===== src/rtl/tbcw_pkg.sv =====
package tbcw_pkg;
    // Control/status bit positions (software-visible layout)
    localparam int CSR_ICIE = 7;
    localparam int CSR_ICF  = 6;
    localparam int CSR_LONG = 5;
    localparam int CSR_TBIE = 4;
    localparam int CSR_TBF  = 3;
    localparam int CSR_WRF  = 2;
    localparam int CSR_WEN  = 1;
    localparam int CSR_WDL  = 0;

    typedef struct packed {
        logic icie;
        logic tb_long;
        logic tbie;
        logic tbf;
        logic wrf;
        logic wen;
        logic wdl;
        logic armed;
        logic rst_req;
    } ctrl_t;
endpackage


===== src/rtl/tbcw_timebase.sv =====
module tbcw_timebase #(
    parameter int PRESCALE = 32,
    parameter int CNT_TOP  = 249,
    parameter int CNT_W    = 8
) (
    input  logic             clk,
    input  logic             rst_n,
    output logic [CNT_W-1:0] cnt_o,
    output logic             ovf_o,
    output logic             half_o
);
    localparam int PS_W = (PRESCALE > 1) ? $clog2(PRESCALE) : 1;
    localparam logic [PS_W-1:0]  PS_MAX = PS_W'(PRESCALE - 1);
    localparam logic [CNT_W-1:0] TOP    = CNT_W'(CNT_TOP);

    typedef struct packed {
        logic [PS_W-1:0]  ps;
        logic [CNT_W-1:0] cnt;
        logic             half;
    } tb_state_t;

    tb_state_t st_d, st_q;
    logic tick;

    always_comb begin
        st_d  = st_q;
        tick  = (st_q.ps == PS_MAX);
        ovf_o = tick && (st_q.cnt == TOP);
        if (tick) begin
            st_d.ps  = '0;
            st_d.cnt = (st_q.cnt == TOP) ? '0 : st_q.cnt + 1'b1;
        end else begin
            st_d.ps = st_q.ps + 1'b1;
        end
        if (ovf_o) st_d.half = ~st_q.half;
    end

    always_ff @(posedge clk or negedge rst_n) begin
        if (!rst_n) st_q <= '0;
        else        st_q <= st_d;
    end

    assign cnt_o  = st_q.cnt;
    assign half_o = st_q.half;

    // counter never leaves its range and wraps to zero after the top value
    p_cnt_range_r3: assert property (@(posedge clk) disable iff (!rst_n)
        st_q.cnt <= TOP);
    p_cnt_wrap_r3: assert property (@(posedge clk) disable iff (!rst_n)
        ovf_o |=> (st_q.cnt == '0));
endmodule


===== src/rtl/tbcw_capture.sv =====
module tbcw_capture #(
    parameter int CNT_W = 8
) (
    input  logic             clk,
    input  logic             rst_n,
    input  logic             pin_i,
    input  logic [CNT_W-1:0] cnt_i,
    input  logic             icr_rd_i,
    output logic [CNT_W-1:0] icr_o,
    output logic             icf_o
);
    typedef struct packed {
        logic [2:0]       sync;
        logic [CNT_W-1:0] icr;
        logic             icf;
    } cap_state_t;

    cap_state_t cs_d, cs_q;
    logic edge_seen;

    always_comb begin
        cs_d      = cs_q;
        cs_d.sync = {cs_q.sync[1:0], pin_i};
        edge_seen = cs_q.sync[1] ^ cs_q.sync[2];
        if (icr_rd_i) cs_d.icf = 1'b0;
        if (edge_seen && !cs_q.icf) begin
            cs_d.icr = cnt_i;
            cs_d.icf = 1'b1;
        end
    end

    always_ff @(posedge clk or negedge rst_n) begin
        if (!rst_n) cs_q <= '0;
        else        cs_q <= cs_d;
    end

    assign icr_o = cs_q.icr;
    assign icf_o = cs_q.icf;

    // a pending capture freezes the captured value
    p_icr_frozen_r7: assert property (@(posedge clk) disable iff (!rst_n)
        cs_q.icf |=> $stable(cs_q.icr));
    // the flag only drops when the capture register is read
    p_icf_hold_r7: assert property (@(posedge clk) disable iff (!rst_n)
        (cs_q.icf && !icr_rd_i) |=> cs_q.icf);
endmodule


===== src/rtl/tbcw_timer.sv =====
module tbcw_timer
    import tbcw_pkg::*;
#(
    parameter int          PRESCALE = 32,
    parameter int          CNT_TOP  = 249,
    parameter int          CNT_W    = 8,
    parameter logic [7:0]  CSR_ADDR = 8'h0B,
    parameter logic [7:0]  ICR_ADDR = 8'h0C
) (
    input  logic       clk,
    input  logic       rst_n,
    input  logic       lvr_i,
    input  logic       bus_sel_i,
    input  logic       bus_wr_i,
    input  logic       bus_rd_i,
    input  logic [7:0] bus_addr_i,
    input  logic [7:0] bus_wdata_i,
    output logic [7:0] bus_rdata_o,
    input  logic       cap_pin_i,
    output logic       tb_irq_o,
    output logic       cap_irq_o,
    output logic       wdg_rst_o
);
    logic [CNT_W-1:0] cnt, icr;
    logic ovf, half, icf;
    logic csr_rd, csr_wr, icr_rd;
    logic tb_set, wd_end, expire, force_rst;
    logic [7:0] icr_byte, csr_byte;
    ctrl_t c_d, c_q;

    tbcw_timebase #(.PRESCALE(PRESCALE), .CNT_TOP(CNT_TOP), .CNT_W(CNT_W)) timebase_i (
        .clk(clk), .rst_n(rst_n), .cnt_o(cnt), .ovf_o(ovf), .half_o(half));

    tbcw_capture #(.CNT_W(CNT_W)) capture_i (
        .clk(clk), .rst_n(rst_n), .pin_i(cap_pin_i), .cnt_i(cnt),
        .icr_rd_i(icr_rd), .icr_o(icr), .icf_o(icf));

    assign csr_rd = bus_sel_i && bus_rd_i && (bus_addr_i == CSR_ADDR);
    assign csr_wr = bus_sel_i && bus_wr_i && (bus_addr_i == CSR_ADDR);
    assign icr_rd = bus_sel_i && bus_rd_i && (bus_addr_i == ICR_ADDR);

    always_comb begin
        c_d       = c_q;
        tb_set    = ovf && (!c_q.tb_long || half);
        wd_end    = ovf && half;
        expire    = wd_end && c_q.wen && !c_q.wdl;
        force_rst = csr_wr && bus_wdata_i[CSR_WRF];

        if (csr_wr) begin
            c_d.icie    = bus_wdata_i[CSR_ICIE];
            c_d.tb_long = bus_wdata_i[CSR_LONG];
            c_d.tbie    = bus_wdata_i[CSR_TBIE];
            c_d.wen     = bus_wdata_i[CSR_WEN];
            if (bus_wdata_i[CSR_WDL]) c_d.wdl = 1'b1;
            if (!bus_wdata_i[CSR_WRF] && c_q.armed) c_d.wrf = 1'b0;
            c_d.armed = 1'b0;
        end else if (csr_rd) begin
            c_d.armed = 1'b1;
        end

        if (csr_rd) c_d.tbf = 1'b0;
        if (tb_set) c_d.tbf = 1'b1;
        if (wd_end) c_d.wdl = 1'b0;

        c_d.rst_req = expire || force_rst;
        if (expire || force_rst) c_d.wrf = 1'b1;
        if (lvr_i) c_d.wrf = 1'b0;
    end

    always_ff @(posedge clk or negedge rst_n) begin
        if (!rst_n) c_q <= '0;
        else        c_q <= c_d;
    end

    always_comb begin
        icr_byte = '0;
        icr_byte[CNT_W-1:0] = icr;
        csr_byte = '0;
        csr_byte[CSR_ICIE] = c_q.icie;
        csr_byte[CSR_ICF]  = icf;
        csr_byte[CSR_LONG] = c_q.tb_long;
        csr_byte[CSR_TBIE] = c_q.tbie;
        csr_byte[CSR_TBF]  = c_q.tbf;
        csr_byte[CSR_WRF]  = c_q.wrf;
        csr_byte[CSR_WEN]  = c_q.wen;
        csr_byte[CSR_WDL]  = c_q.wdl;
        if (bus_addr_i == CSR_ADDR)      bus_rdata_o = csr_byte;
        else if (bus_addr_i == ICR_ADDR) bus_rdata_o = icr_byte;
        else                             bus_rdata_o = '0;
    end

    assign tb_irq_o  = c_q.tbf && c_q.tbie;
    assign cap_irq_o = icf && c_q.icie;
    assign wdg_rst_o = c_q.rst_req;

    // the timebase flag only rises after a counter overflow
    p_tbf_from_ovf_r4: assert property (@(posedge clk) disable iff (!rst_n)
        $rose(c_q.tbf) |-> $past(ovf));
    // without a status read the timebase flag stays set
    p_tbf_hold_r5: assert property (@(posedge clk) disable iff (!rst_n)
        (c_q.tbf && !csr_rd) |=> c_q.tbf);
    // the delay bit is gone after every period end
    p_wdl_clear_r10: assert property (@(posedge clk) disable iff (!rst_n)
        wd_end |=> !c_q.wdl);
    // a reset request is always recorded in the flag unless low-voltage clears it
    p_req_sets_flag_r9: assert property (@(posedge clk) disable iff (!rst_n)
        (wdg_rst_o && !$past(lvr_i)) |-> c_q.wrf);
    // the low-voltage input always leaves the flag clear
    p_lvr_clears_r12: assert property (@(posedge clk) disable iff (!rst_n)
        lvr_i |=> !c_q.wrf);
endmodule


===== config.mk =====
export PLATFORM = sky130hd
export DESIGN_NAME = tbcw_timer
export DESIGN_NICKNAME = d
export VERILOG_FILES = /design/src/rtl/tbcw_pkg.sv /design/src/rtl/tbcw_timebase.sv /design/src/rtl/tbcw_capture.sv /design/src/rtl/tbcw_timer.sv
export SDC_FILE = /design/constraint.sdc
export NUM_CORES = 1
export LEC_CHECK = 0
export CAP_MARGIN = 20
export CORE_MARGIN = 2
export CORE_UTILIZATION = 35
export DETAILED_ROUTE_END_ITERATION = 10
export DONT_BUFFER_PORTS = 1
export GPL_TIMING_DRIVEN = 0
export PLACE_DENSITY = 0.5
export SETUP_SLACK_MARGIN = 0.1
export SLEW_MARGIN = 40
export SYNTH_ARGS = -nofsm -noshare
export SYNTH_HDL_FRONTEND = slang
export SYNTH_SLANG_ARGS = --single-unit

===== constraint.sdc =====
create_clock -name clk -period 2.7 [get_ports clk]
set_clock_uncertainty 0.2 [all_clocks]
set_input_delay 0.27 -clock clk [delete_from_list [all_inputs] [get_ports clk]]
set_output_delay 0.27 -clock clk [all_outputs]
set_load 0.01 [all_outputs]

Yosys cells after proc, flatten, opt, wreduce, memory -nomap -nowiden
Cells that the tools add are included. W data, S select, Z words.

Bits in registers: 35. Latch bits: 0. RAM bits: 0. Bits in read-only memories: 0. Output and inout port bits: 11. Memories: 0.

Add/subtract/negate cells: 2. Multiply operators: 0. Div/mod/pow operators: 0. Order comparisons: 0. Eq/ne operators: 4. Shift-type cells: 0. Multiplexer cells: 16. Bitwise operators: 2. Reduce and logical (&&, ||, !) cells: 30.

Operator list (number): $mux W8 (3); $eq A8 B4 Y1 const B (2); $logic_and A1 B1 Y1 (15); $mux W1 (11); $reduce_bool A2 Y1 (5); $add A8 B1 Y8 const B (1); $eq A8 B8 Y1 const B (1); $reduce_bool A3 Y1 (2); $add A5 B1 Y5 const B (1); $eq A5 B5 Y1 const B (1); $mux W5 (1); $logic_not A1 Y1 (4); $reduce_and A2 Y1 (2); $mux W3 (1); $logic_or A1 B1 Y1 (2); $not A1 Y1 (1); $xor A1 B1 Y1 (1).

Longest topological paths before layout
Gate-level depths: netlist of run 1.

Word-level depth: 8. Depth in mapped cells: 8. Mapped depth without buffers: 7.

Cells and area by module
A second synthesis of run 1 with hierarchy kept.

Cell total of the unflattened synthesis: 154. Area, all modules: 1774.2 um^2.

By module, submodules not included: tbcw_timebase (times used 1, cells an instance 71, area each 733.2 um^2, sequential area each 350.3 um^2); tbcw_timer (times used 1, cells an instance 52, area each 553.0 um^2, sequential area each 225.2 um^2); tbcw_capture (times used 1, cells an instance 31, area each 488.0 um^2, sequential area each 300.3 um^2).

Least setup slack after synthesis of run 1
No wires, ideal clock.

Path kind: flip-flop to flip-flop. Start point: register timebase_i.st_q[9] in the netlist's numbering. End point: register timebase_i.st_q (netlist bit timebase_i.cnt_o[5]). Setup time: 118 ps. Arrival time: 1659 ps. Data required time: 2382 ps. Setup slack: 723 ps. Cell stages (with the launch flop): 8. Clock period less this slack: 1977 ps. Cells stage by stage: dfrtp_1 -> ha_1 -> and3_1 -> ha_1 -> and4b_1 -> nor3b_4 -> o21ai_0 -> a21o_1.

Longest elaborated chain between the ends: 1.

RTL lines: start, declared (line tbcw_timebase.sv:22) `tb_state_t st_d, st_q;`; start signal, assigned (line tbcw_timebase.sv:40) `else st_q <= st_d;`; $eq A5 B5 Y1 (line tbcw_timebase.sv:27) `tick = (st_q.ps == PS_MAX);`.

No other way between the ends. A chain may end at the register's enable or synchronous reset.

Final worst setup path of run 1
Start point: register timebase_i.st_q[9] in the netlist's numbering. End point: register c_q[4] in the netlist's numbering.

Longest elaborated chain between the ends: 8. Elaborated cells between the ends (all ways): 11.

RTL lines: $eq A5 B5 Y1 * (line tbcw_timebase.sv:27); $logic_and A1 B1 Y1 * (line tbcw_timebase.sv:28) `ovf_o = tick && (st_q.cnt == TOP);`; $logic_and A1 B1 Y1 * (line tbcw_timer.sv:45) `wd_end = ovf && half;`; $logic_and A1 B1 Y1 * (2 in a row) (line tbcw_timer.sv:46) `expire = wd_end && c_q.wen && !c_q.wdl;`; $logic_or A1 B1 Y1 * (line tbcw_timer.sv:66) `if (expire || force_rst) c_d.wrf = 1'b1;`; $reduce_bool A3 Y1 (no source line) or $mux W1 (tied branches); $reduce_and A2 Y1 (no source line) or $mux W1 (tied branches); end signal, assigned (line tbcw_timer.sv:71) `if (!rst_n) c_q <= '0;`; end signal, assigned (line tbcw_timer.sv:72) `else c_q <= c_d;`; end, declared (line tbcw_timer.sv:29) `ctrl_t c_d, c_q;`.

Every way passes the cells marked *; elsewhere a longest branch is shown, timed or not.

==> run_results.csv, run 1 <==
group,metric,value,unit
critical_path,cp.arrival,2.29,ns
synth,synth_compound_area_share,11.4,%
critical_path,r2r_end,"c_q[4]",
worst_hold_path,worstHoldPathType,"primary input to flip-flop",
clock_network,cts_buffers,5,
global_routing,track_usage,13.7,%
synth,yosysTopAreaCell,"dfrtp_1",
sta,final.period_utilization,84.8,%
floorplanning,chipWidth,71.8,um
global_routing,antenna_found_initial,0,
critical_path,critPathCapture,"c_q[4]",
synth,yosysSeqAreaShare,54.5,%
critical_path,cp-startpoint,"timebase_i.st_q[9]",
floorplanning,core_area,0.00438,mm2
synth,syn_inst,128,
drt,routed_wl,3220,um
power,p_leak,0.000853,uW
sta,drv_slew,0,
clock_network,cts_hold_buffers,12,
clock_network,post_cts_buffers,0,
synth,synth_top_family_by_area,"simple AND/OR/NAND/NOR gates",
synth,async_reset_ff_share,100,%
drt,drc,0,
critical_path,cp-start-kind,"flip-flop",
global_routing,grt_pass1_vias,1165,
sta,setup-violations-final,0,
synth,synth_edf_count,0,
global_routing,grt_overflow,0,
drt,final_antenna_net_count,0,
sta,tns,0,ns
sta,hold_viol_final,0,
clock_network,insertion_delay,0.28,ns
synth,synth_warnings,0,
placed_design,port_buffers,0,
floorplanning,placementRows,24,
drt,wl_per_cell,16.1,um
drt,met2_length,1580,um
critical_path,worstPathMaxFanout,10,
drt,dr.max_layer_used,"met4",
sta,max_slew_margin,53.3,%
floorplanning,pin_count,34,
status,outcome,"finished clean",
synth,synth-seq-cells,35,
clock_network,cts_tree,"done",
sta,clock.fmax,437,MHz
layout,syn2layout_area_growth,17.4,%
critical_path,rr_startpoint,"timebase_i.st_q[9]",
drt,met3_length,232,um
synth,synth-xor-area-share,3.81,%
synth,syn_area_per_cell,12.6,um2
sta,rsz0062_at_grt,"false",
sta,tightest_slew,0.697,ns
drt,wl_met1,1350,um
placed_design,place.gp.congestion,0.783,
synth,ys_types,36,
critical_path,critPathKind,"flip-flop to flip-flop",
layout,fin_nets,174,
placed_design,hpwl,2260,um
global_routing,grt_pass1_wl,5380,um
drt,viasPerCell,5.54,
clock_network,cts_buffer_depth,2,
synth,netlist_area,0.00161,mm2
floorplanning,start_util,36.7,%
critical_path,r2r_cells,7,
floorplanning,fp.dieH,71.8,um
layout,insertedDiodeCount,0,
critical_path,cp_common_cell,"ha_1",
critical_path,crit_path_end_kind,"flip-flop",
critical_path,slowest_stage,"nor3b_4",
power,cellPowerDensity,510,mW/mm2
synth,synthSimpleGateAreaFrac,16.0,%
run,maxCapViolations,0,
sta,fin_crit,2.29,ns
critical_path,required,2.70,ns
synth,synth_mux_area_share,9.34,%
global_routing,grt_max_degree,36,
synth,syn-num-nets,155,
synth,synth.top_cell.area_share,54.5,%
synth,synthFlopType,"dfrtp_1",
synth,synth_area_leaders,"dfrtp_1, mux2_2, a22o_1",
sta,finalHoldWorstSlack,0.00455,ns
floorplanning,die_area,0.00515,mm2
drt,drt_iter0_markers,56,
clock_network,cts_root_buf,"clkbuf_8",
clock_network,cts_sinks,35,
drt,vias,1108,
synth,synth-adder-area-share,3.11,%
critical_path,r2r_slack,0.41,ns
clock_network,cts_resized,0,
power,ir_drop,0.199,mV
clock_network,cts.htree.levels,2,
clock_network,clkTransAtPathRegs,0.07,ns
critical_path,crit_chain,"ha_1, and3_1, ha_1, and4b_1, nor3b_4, nand4b_1, a31oi_1",
layout,n_fill_cell,430,
layout,drive_gt1_share,18.2,%
critical_path,critPathMaxStageDelay,0.46,ns
drt,firstDrtPassIters,4,
## flip-flops by register name (all words and copies together) (netlist names)
signal             cells
wdg_rst_o              1
timebase_i.half_o      1
capture_i.icr_o        8
capture_i.cs_d         2
c_q                    8
capture_i.icf_o        1
timebase_i.st_q        5
timebase_i.cnt_o       8
capture_i.cs_q         1
## per-layer routing
metal / global-route usage (%) / vias up
li1: - / 504
met1: 15.5 / 560
met2: 23.7 / 36
met3: 4.36 / 8
met4: 6.29 / 0
met5: 0 / -
## worst max-delay path: cells and delay by family (launching register included)
| family | cells | cell delay, ns |
|---|---|---|
| compound gates | 1 | 0.22 |
| fa+ha+maj | 2 | 0.35 |
| simple gates | 4 | 1.06 |
| flops | 1 | 0.38 |
## synth_stat cells (2+ instances only)
| library cell | n |
|---|---|
| nand4_1 | 3 |
| dfrtp_1 | 35 |
| o31ai_1 | 3 |
| mux2_2 | 8 |
| nand2_1 | 6 |
| nor2_1 | 10 |
| o21ai_0 | 4 |
| xnor2_1 | 3 |
| and2_1 | 2 |
| a21oi_1 | 2 |
| clkbuf_1 | 2 |
| a21boi_0 | 2 |
| mux2_4 | 4 |
| nand3_1 | 5 |
| ha_1 | 4 |
| a21o_1 | 2 |
| a22o_1 | 9 |
| inv_1 | 3 |
| xor2_1 | 4 |
## layout by cell type, fill, tap and decap left out, types with 2 or more instances in the layout
cell | netlist | layout
ha_1 | 4 | 4
a21oi_1 | 2 | 2
and2_1 | 2 | 2
a21o_1 | 2 | 2
clkbuf_8 | 0 | 5
clkbuf_1 | 2 | 3
nor2_1 | 10 | 10
nand3_1 | 5 | 5
mux2_2 | 8 | 8
nand4_1 | 3 | 3
o31ai_1 | 3 | 3
inv_1 | 3 | 3
a21boi_0 | 2 | 2
nand2_1 | 6 | 6
mux2_4 | 4 | 4
o21ai_0 | 4 | 4
a22o_1 | 9 | 9
xnor2_1 | 3 | 3
dfrtp_1 | 35 | 35
dlygate4sd3_1 | 0 | 11
xor2_1 | 4 | 4
## per-stage QoR
step	total power, uW	std cells	utilization [%]	cell area (um2)	setup slack (ns)
3_5_place_dp	586	180	38.2	1670	0.389
2_1_floorplan	580	128	-	1610	0.723
5_1_grt	1020	200	43.1	1890	0.192
6_report	964	200	43.1	1890	0.410
3_3_place_gp	585	180	38.2	1670	0.468
4_1_cts	981	200	43.1	1890	0.343
## how the worst min path moves through the flow
stage | startpoint | cells past startpoint | endpoint
floorplan | rst_n | 0 | c_q[1]
global placement | rst_n | 0 | wdg_rst_o
detailed placement | rst_n | 0 | c_q[4]
CTS | bus_wdata_i[2] | 2 | c_q[4]
global route | bus_sel_i | 2 | capture_i.icf_o
finish | bus_sel_i | 2 | capture_i.icf_o
## logic make-up (layout without fill, tap and decap cells)
| group | after synthesis | after routing |
|---|---|---|
| muxes | 12 | 12 |
| AOI/OAI and AO/OA | 25 | 25 |
| DFF | 35 | 35 |
| adders and majority gates | 4 | 4 |
| buffers and inverters | 6 | 26 |
| xor gates and xnor gates | 7 | 7 |
| and+or+nand+nor | 39 | 39 |
## report_power, final
group          switching [uW]  internal, uW  total [uW]
combinational            22.4          29.0        51.4
sequential               9.34           539         549
clock                     184           180         364
## area by class of cell
class | instances | area [um2] | share of cell area (%)
sequential | 35 | 876 | 46.4
multi-input combinational | 87 | 702 | 37.2
timing repair buffer | 12 | 130 | 6.89
clock buffer | 6 | 72.6 | 3.84
tap | 52 | 65.1 | 3.45
buffer | 3 | 18.8 | 0.994
clock inverter | 2 | 12.5 | 0.663
inverter | 3 | 11.3 | 0.596
Note: power is estimated with default switching activity, not from simulation.
==> run 2: changes to the inputs <==
==> constraint.sdc (replaced) <==
create_clock -name clk -period 2.39 [get_ports clk]
set_clock_uncertainty 0.2 [all_clocks]
set_input_delay 0.239 -clock clk [delete_from_list [all_inputs] [get_ports clk]]
set_output_delay 0.239 -clock clk [all_outputs]
set_load 0.01 [all_outputs]
==> run_results.csv, run 2 (synthesized netlist as in run 1, its figures left out) <==
group,metric,value,unit
global_routing,grt_overflow,0,
sta,rsz0062_at_grt,"false",
power,p_leak,0.000873,uW
worst_hold_path,hp-start,"bus_wdata_i[0]",
critical_path,r2r_cells,8,
sta,max_slew_margin,53.5,%
layout,drive_gt1_share,19.9,%
critical_path,r2r_slack,0.27,ns
clock_network,cts_tree,"done",
clock_network,clkTransAtPathRegs,0.07,ns
status,violations,"hold timing",
placed_design,hpwl,2260,um
layout,final_common_cell,"dfrtp_1",
floorplanning,placementRows,24,
layout,insertedDiodeCount,0,
sta,tightest_slew,0.695,ns
clock_network,cts.htree.levels,2,
layout,final_cell_mix,"dfrtp_1, dlygate4sd3_1, nor2_1",
global_routing,grt_pass1_wl,5510,um
worst_hold_path,worstHoldPathType,"primary input to flip-flop",
drt,drt_iter0_markers,56,
critical_path,rr_startpoint,"timebase_i.st_q[9]",
sta,clock.fmax,472,MHz
critical_path,crit_chain,"ha_1, and3_1, ha_1, buf_2, nand4_1, a21boi_0, o21ai_0, o31ai_1",
clock_network,cts_buffer_depth,2,
power,finalPower,1090,uW
global_routing,grt_max_degree,36,
placed_design,dpl-instance-area,0.00167,mm2
layout,syn2layout_area_growth,19.1,%
drt,wl_per_cell,16.3,um
drt,final_antenna_net_count,0,
critical_path,cp.arrival,2.07,ns
drt,routed_wl,3320,um
critical_path,slowest_stage,"dfrtp_1",
drt,firstDrtPassIters,4,
floorplanning,core_area,0.00438,mm2
power,ir_drop,0.224,mV
drt,drc,0,
layout,fin_nets,177,
power,cellPowerDensity,571,mW/mm2
sta,postLayoutSetupSlackWorst,0.272,ns
drt,viasPerCell,5.52,
layout,n_fill_cell,426,
placed_design,port_buffers,0,
global_routing,antenna_found_initial,0,
floorplanning,pin_count,34,
worst_hold_path,whs_path_depth,2,
critical_path,r2r_end,"timebase_i.cnt_o[6]",
critical_path,critPathMaxStageDelay,0.38,ns
sta,finalHoldWorstSlack,-0.00150,ns
floorplanning,chipWidth,71.8,um
sta,setup-violations-final,0,
critical_path,critPathKind,"flip-flop to flip-flop",
clock_network,cts_root_buf,"clkbuf_8",
sta,tns,0,ns
critical_path,crit_path_end_kind,"flip-flop",
placed_design,place.gp.congestion,0.783,
sta,fin_crit,2.12,ns
clock_network,insertion_delay,0.29,ns
critical_path,worstPathMaxFanout,10,
floorplanning,fp.dieH,71.8,um
critical_path,cp_common_cell,"ha_1",
layout,ff_latch_area,876,um2
sta,hold_viol_final,1,
floorplanning,start_util,36.7,%
run,maxCapViolations,0,
global_routing,track_usage,14.1,%
sta,final.period_utilization,88.6,%
worst_hold_path,hold_path_end,"c_q[2]",
floorplanning,die_area,0.00515,mm2
clock_network,cts_buffers,5,
global_routing,grt_pass1_vias,1178,
clock_network,cts_sinks,35,
critical_path,cp-start-kind,"flip-flop",
drt,vias,1120,
placed_design,place_ws,0.0789,ns
sta,drv_slew,0,
layout,multi_input_area,702,um2
status,outcome,"complete, but fails checks",
layout,final_area,0.00191,mm2
critical_path,required,2.35,ns
[run 2: cell types whose count changed in the layout (fill, tap and decap cells not counted)]
cell,previous run,this run
buf_2,0,1
clkbuf_1,3,2
dlygate4sd3_1,11,12
buf_4,0,2
[run 2: critical path, delay by kind of cell (launching register included)]
kind / cells / cell delay (ns)
compound gates: 3 / 0.50
fa+ha+maj: 2 / 0.35
buf+inv: 1 / 0.21
flops: 1 / 0.38
simple gates: 2 / 0.36
[run 2: worst max-delay path by stage]
stage / from / endpoint / slack [ns] / cells after the start
detailed placement: timebase_i.st_q[9] / c_q[4] / 0.08 / 7
global route: timebase_i.st_q[9] / c_q[4] / 0.10 / 7
global placement: timebase_i.st_q[9] / c_q[4] / 0.16 / 7
CTS: timebase_i.st_q[9] / timebase_i.cnt_o[6] / 0.15 / 8
floorplan: timebase_i.st_q[9] / timebase_i.cnt_o[5] / 0.41 / 7
finish: timebase_i.st_q[9] / timebase_i.cnt_o[6] / 0.27 / 8
[run 2: per-stage QoR]
stage,utilization (%),instances
after floorplan,-,128
after global placement,38.2,180
after detailed placement,38.2,180
after CTS,43.6,203
after global routing,43.7,203
final,43.7,203
[run 2: layout make-up]
type | instances | area share [%]
buffer | 3 | 1.05
clock buffer | 6 | 3.79
timing repair buffer | 15 | 8.10
multi-input combinational | 87 | 36.7
tap | 52 | 3.40
inverter | 3 | 0.588
sequential | 35 | 45.8
clock inverter | 2 | 0.654
[run 2: layer usage]
metal,routed length [um],GRT usage [%],share of wire [%],vias up
met5,0,0,0,-
met1,1380,15.8,42,564
li1,-,-,-,511
met2,1640,24.7,49,37
met4,62,6.29,1.9,0
met3,241,4.22,7.3,8
[run 2: power breakdown]
part	switching (uW)	total, uW	internal [uW]
clock	210	413	203
combinational	26.1	60.0	33.9
sequential	10.5	620	609
[run 2: what timing repair did]
action                                  in CTS  in global routing
gates resized for setup                      0                  3
buffers inserted                             2                  0
endpoints found under the hold margin       46                  0
endpoints found under the setup margin       2                  3
hold buffers                                13                  0
==> run 3: changes to the inputs <==
--- a/config.mk
+++ b/config.mk
@@ -5,6 +5,7 @@
 export SDC_FILE = /design/constraint.sdc
 export NUM_CORES = 1
 export LEC_CHECK = 0
+export ABC_AREA = 1
 export CAP_MARGIN = 20
 export CORE_MARGIN = 2
 export CORE_UTILIZATION = 35
@@ -13,7 +14,7 @@
 export GPL_TIMING_DRIVEN = 0
 export PLACE_DENSITY = 0.5
 export SETUP_SLACK_MARGIN = 0.1
-export SLEW_MARGIN = 40
+export SLEW_MARGIN = 20
 export SYNTH_ARGS = -nofsm -noshare
 export SYNTH_HDL_FRONTEND = slang
 export SYNTH_SLANG_ARGS = --single-unit
==> run_results.csv, run 3 <==
group,metric,value,unit
clock_network,cts.htree.levels,2,
floorplanning,placementRows,25,
global_routing,grt_pass1_wl,5800,um
synth,synth_warnings,0,
synth,synthTopCellsByCount,"nand2_1, dfrtp_1, inv_1",
synth,synth_mux_area_share,0,%
floorplanning,chipWidth,73.0,um
run,maxCapViolations,0,
critical_path,cp-start-kind,"flip-flop",
clock_network,cts_root_buf,"clkbuf_8",
synth,synth.top_cell.area_share,52.5,%
synth,yosysSeqAreaShare,52.5,%
sta,drv_slew,0,
layout,n_fill_cell,479,
synth,synth_compound_area_share,11.1,%
floorplanning,fp.dieH,73.0,um
clock_network,post_cts_buffers,0,
clock_network,cts_buffer_depth,2,
sta,tightest_slew,0.568,ns
synth,synth_edf_count,0,
clock_network,insertion_delay,0.29,ns
sta,postLayoutSetupSlackWorst,0.405,ns
global_routing,grt_pass1_vias,1295,
synth,yosysTopAreaCell,"dfrtp_1",
layout,fin_nets,239,
critical_path,worstPathMaxFanout,7,
drt,drc,0,
placed_design,hpwl,2550,um
synth,synth_top_family_by_area,"simple AND/OR/NAND/NOR gates",
critical_path,crit_path_end_kind,"flip-flop",
worst_hold_path,whs_path_depth,3,
drt,viasPerCell,4.86,
sta,fin_crit,1.99,ns
synth,ys_types,24,
sta,max_slew_margin,61.9,%
synth,netlist_area,0.00167,mm2
synth,synth_area_leaders,"dfrtp_1, nand2_1, o21ai_0",
synth,post-synth-top-count-cell,"nand2_1",
critical_path,cp.arrival,2.00,ns
drt,final_antenna_net_count,0,
synth,syn-num-nets,222,
floorplanning,die_area,0.00533,mm2
drt,firstDrtPassIters,4,
placed_design,place_ws,0.390,ns
sta,finalHoldWorstSlack,0.0162,ns
layout,final_area,0.00195,mm2
critical_path,r2r_end,"c_q[5]",
layout,final_cell_mix,"nand2_1, dfrtp_1, inv_1",
power,ir_drop,0.227,mV
drt,wl_per_cell,13.0,um
drt,vias,1297,
floorplanning,start_util,35.8,%
power,cellPowerDensity,591,mW/mm2
layout,multi_input_area,659,um2
sta,setup-violations-final,0,
clock_network,cts_buffers,5,
global_routing,grt_overflow,0,
clock_network,cts_tree,"done",
clock_network,clkTransAtPathRegs,0.07,ns
synth,syn_area_per_cell,8.55,um2
worst_hold_path,worstHoldPathType,"primary input to flip-flop",
global_routing,antenna_found_initial,0,
sta,final.period_utilization,83.1,%
synth,async_reset_ff_share,100,%
layout,insertedDiodeCount,0,
layout,syn2layout_area_growth,16.7,%
global_routing,track_usage,14.6,%
sta,clock.fmax,504,MHz
drt,routed_wl,3460,um
floorplanning,core_area,0.00466,mm2
placed_design,place.gp.congestion,0.773,
synth,synthFlopType,"dfrtp_1",
status,outcome,"finished clean",
critical_path,critPathKind,"flip-flop to flip-flop",
power,p_leak,0.000959,uW
synth,synth-xor-area-share,0.525,%
global_routing,grt_max_degree,36,
power,finalPower,1150,uW
sta,tns,0,ns
clock_network,cts_sinks,35,
critical_path,r2r_cells,10,
synth,synthSimpleGateAreaFrac,24.9,%
layout,drive_gt1_share,10.8,%
critical_path,rr_startpoint,"timebase_i.st_q[9]",
layout,final_common_cell,"nand2_1",
worst_hold_path,hold_path_end,"capture_i.icf_o",
placed_design,dpl-instance-area,0.00174,mm2
synth,syn_inst,195,
placed_design,port_buffers,0,
sta,hold_viol_final,0,
layout,ff_latch_area,876,um2
critical_path,required,2.41,ns
synth,synth-adder-area-share,3.00,%
critical_path,r2r_slack,0.40,ns
sta,rsz0062_at_grt,"false",
drt,drt_iter0_markers,45,
worst_hold_path,hp-start,"bus_sel_i",
floorplanning,pin_count,34,
synth,synth-seq-cells,35,
[run 3: changes by cell type in the layout (fill, tap and decap cells not counted), moves of 6 or more]
cell,before,now
inv_1,3,30
nor2_1,10,16
mux2_2,8,0
a22o_1,9,0
o21ai_0,4,23
nand2_1,6,46
nand3_1,5,11
[run 3: repair_timing]
action                    CTS  global route
gates resized for setup     0             0
hold buffers               10             0
hold endpoints to repair   43             0
[run 3: final cells by class]
cell class	count	area share, %
plain buffers	2	0.772
multi-input cells	127	33.9
clock buffers	8	5.14
well taps	54	3.47
flip-flops and latches	35	45.0
repair buffers	10	5.66
inverters	31	6.05
[run 3: stage by stage]
stage	instances	utilization [%]
2_1_floorplan	195	-
3_3_place_gp	249	37.2
3_5_place_dp	249	37.2
4_1_cts	267	41.7
5_1_grt	267	41.7
6_report	267	41.7
[run 3: logic make-up after synthesis]
| group | Yosys count |
|---|---|
| and+or+nand+nor | 88 |
| DFF | 35 |
| AOI/OAI and AO/OA | 34 |
| buffers and inverters | 33 |
| adders and majority gates | 4 |
| xor gates and xnor gates | 1 |
[run 3: worst max-delay path, stage by stage (launching register included)]
cell	delay, ns
dfrtp_1	0.37
ha_1	0.19
nand2_1	0.06
nor2_1	0.09
ha_1	0.30
nand2_1	0.10
nor2_2	0.15
nand2_2	0.14
clkinv_2	0.12
o21ai_0	0.10
o21ai_0	0.08
[run 3: per-layer routing]
layer	wire, um	global-route usage, %	vias up
li1	-	-	653
met1	1560	17.2	606
met2	1640	23.9	32
met3	194	5.11	6
met4	70	6.79	0
met5	0	0	-
[run 3: how the worst max path moves through the flow]
| stage | startpoint | end | slack [ns] | cells after the start |
|---|---|---|---|---|
| 2_1_floorplan | timebase_i.st_q[9] | timebase_i.cnt_o[5] | 0.62 | 11 |
| 3_3_place_gp | timebase_i.st_q[9] | c_q[5] | 0.41 | 10 |
| 3_5_place_dp | timebase_i.st_q[9] | timebase_i.cnt_o[5] | 0.39 | 11 |
| 4_1_cts | timebase_i.st_q[9] | c_q[5] | 0.38 | 10 |
| 5_1_grt | timebase_i.st_q[9] | c_q[5] | 0.21 | 10 |
| 6_report | timebase_i.st_q[9] | c_q[5] | 0.40 | 10 |
[run 3: power by group]
part	total, uW	leakage (uW)	switching [uW]	internal [uW]
Combinational	60.6	0.000476	36.7	23.9
Clock	476	0.0000515	213	263
Sequential	614	0.000432	7.59	606
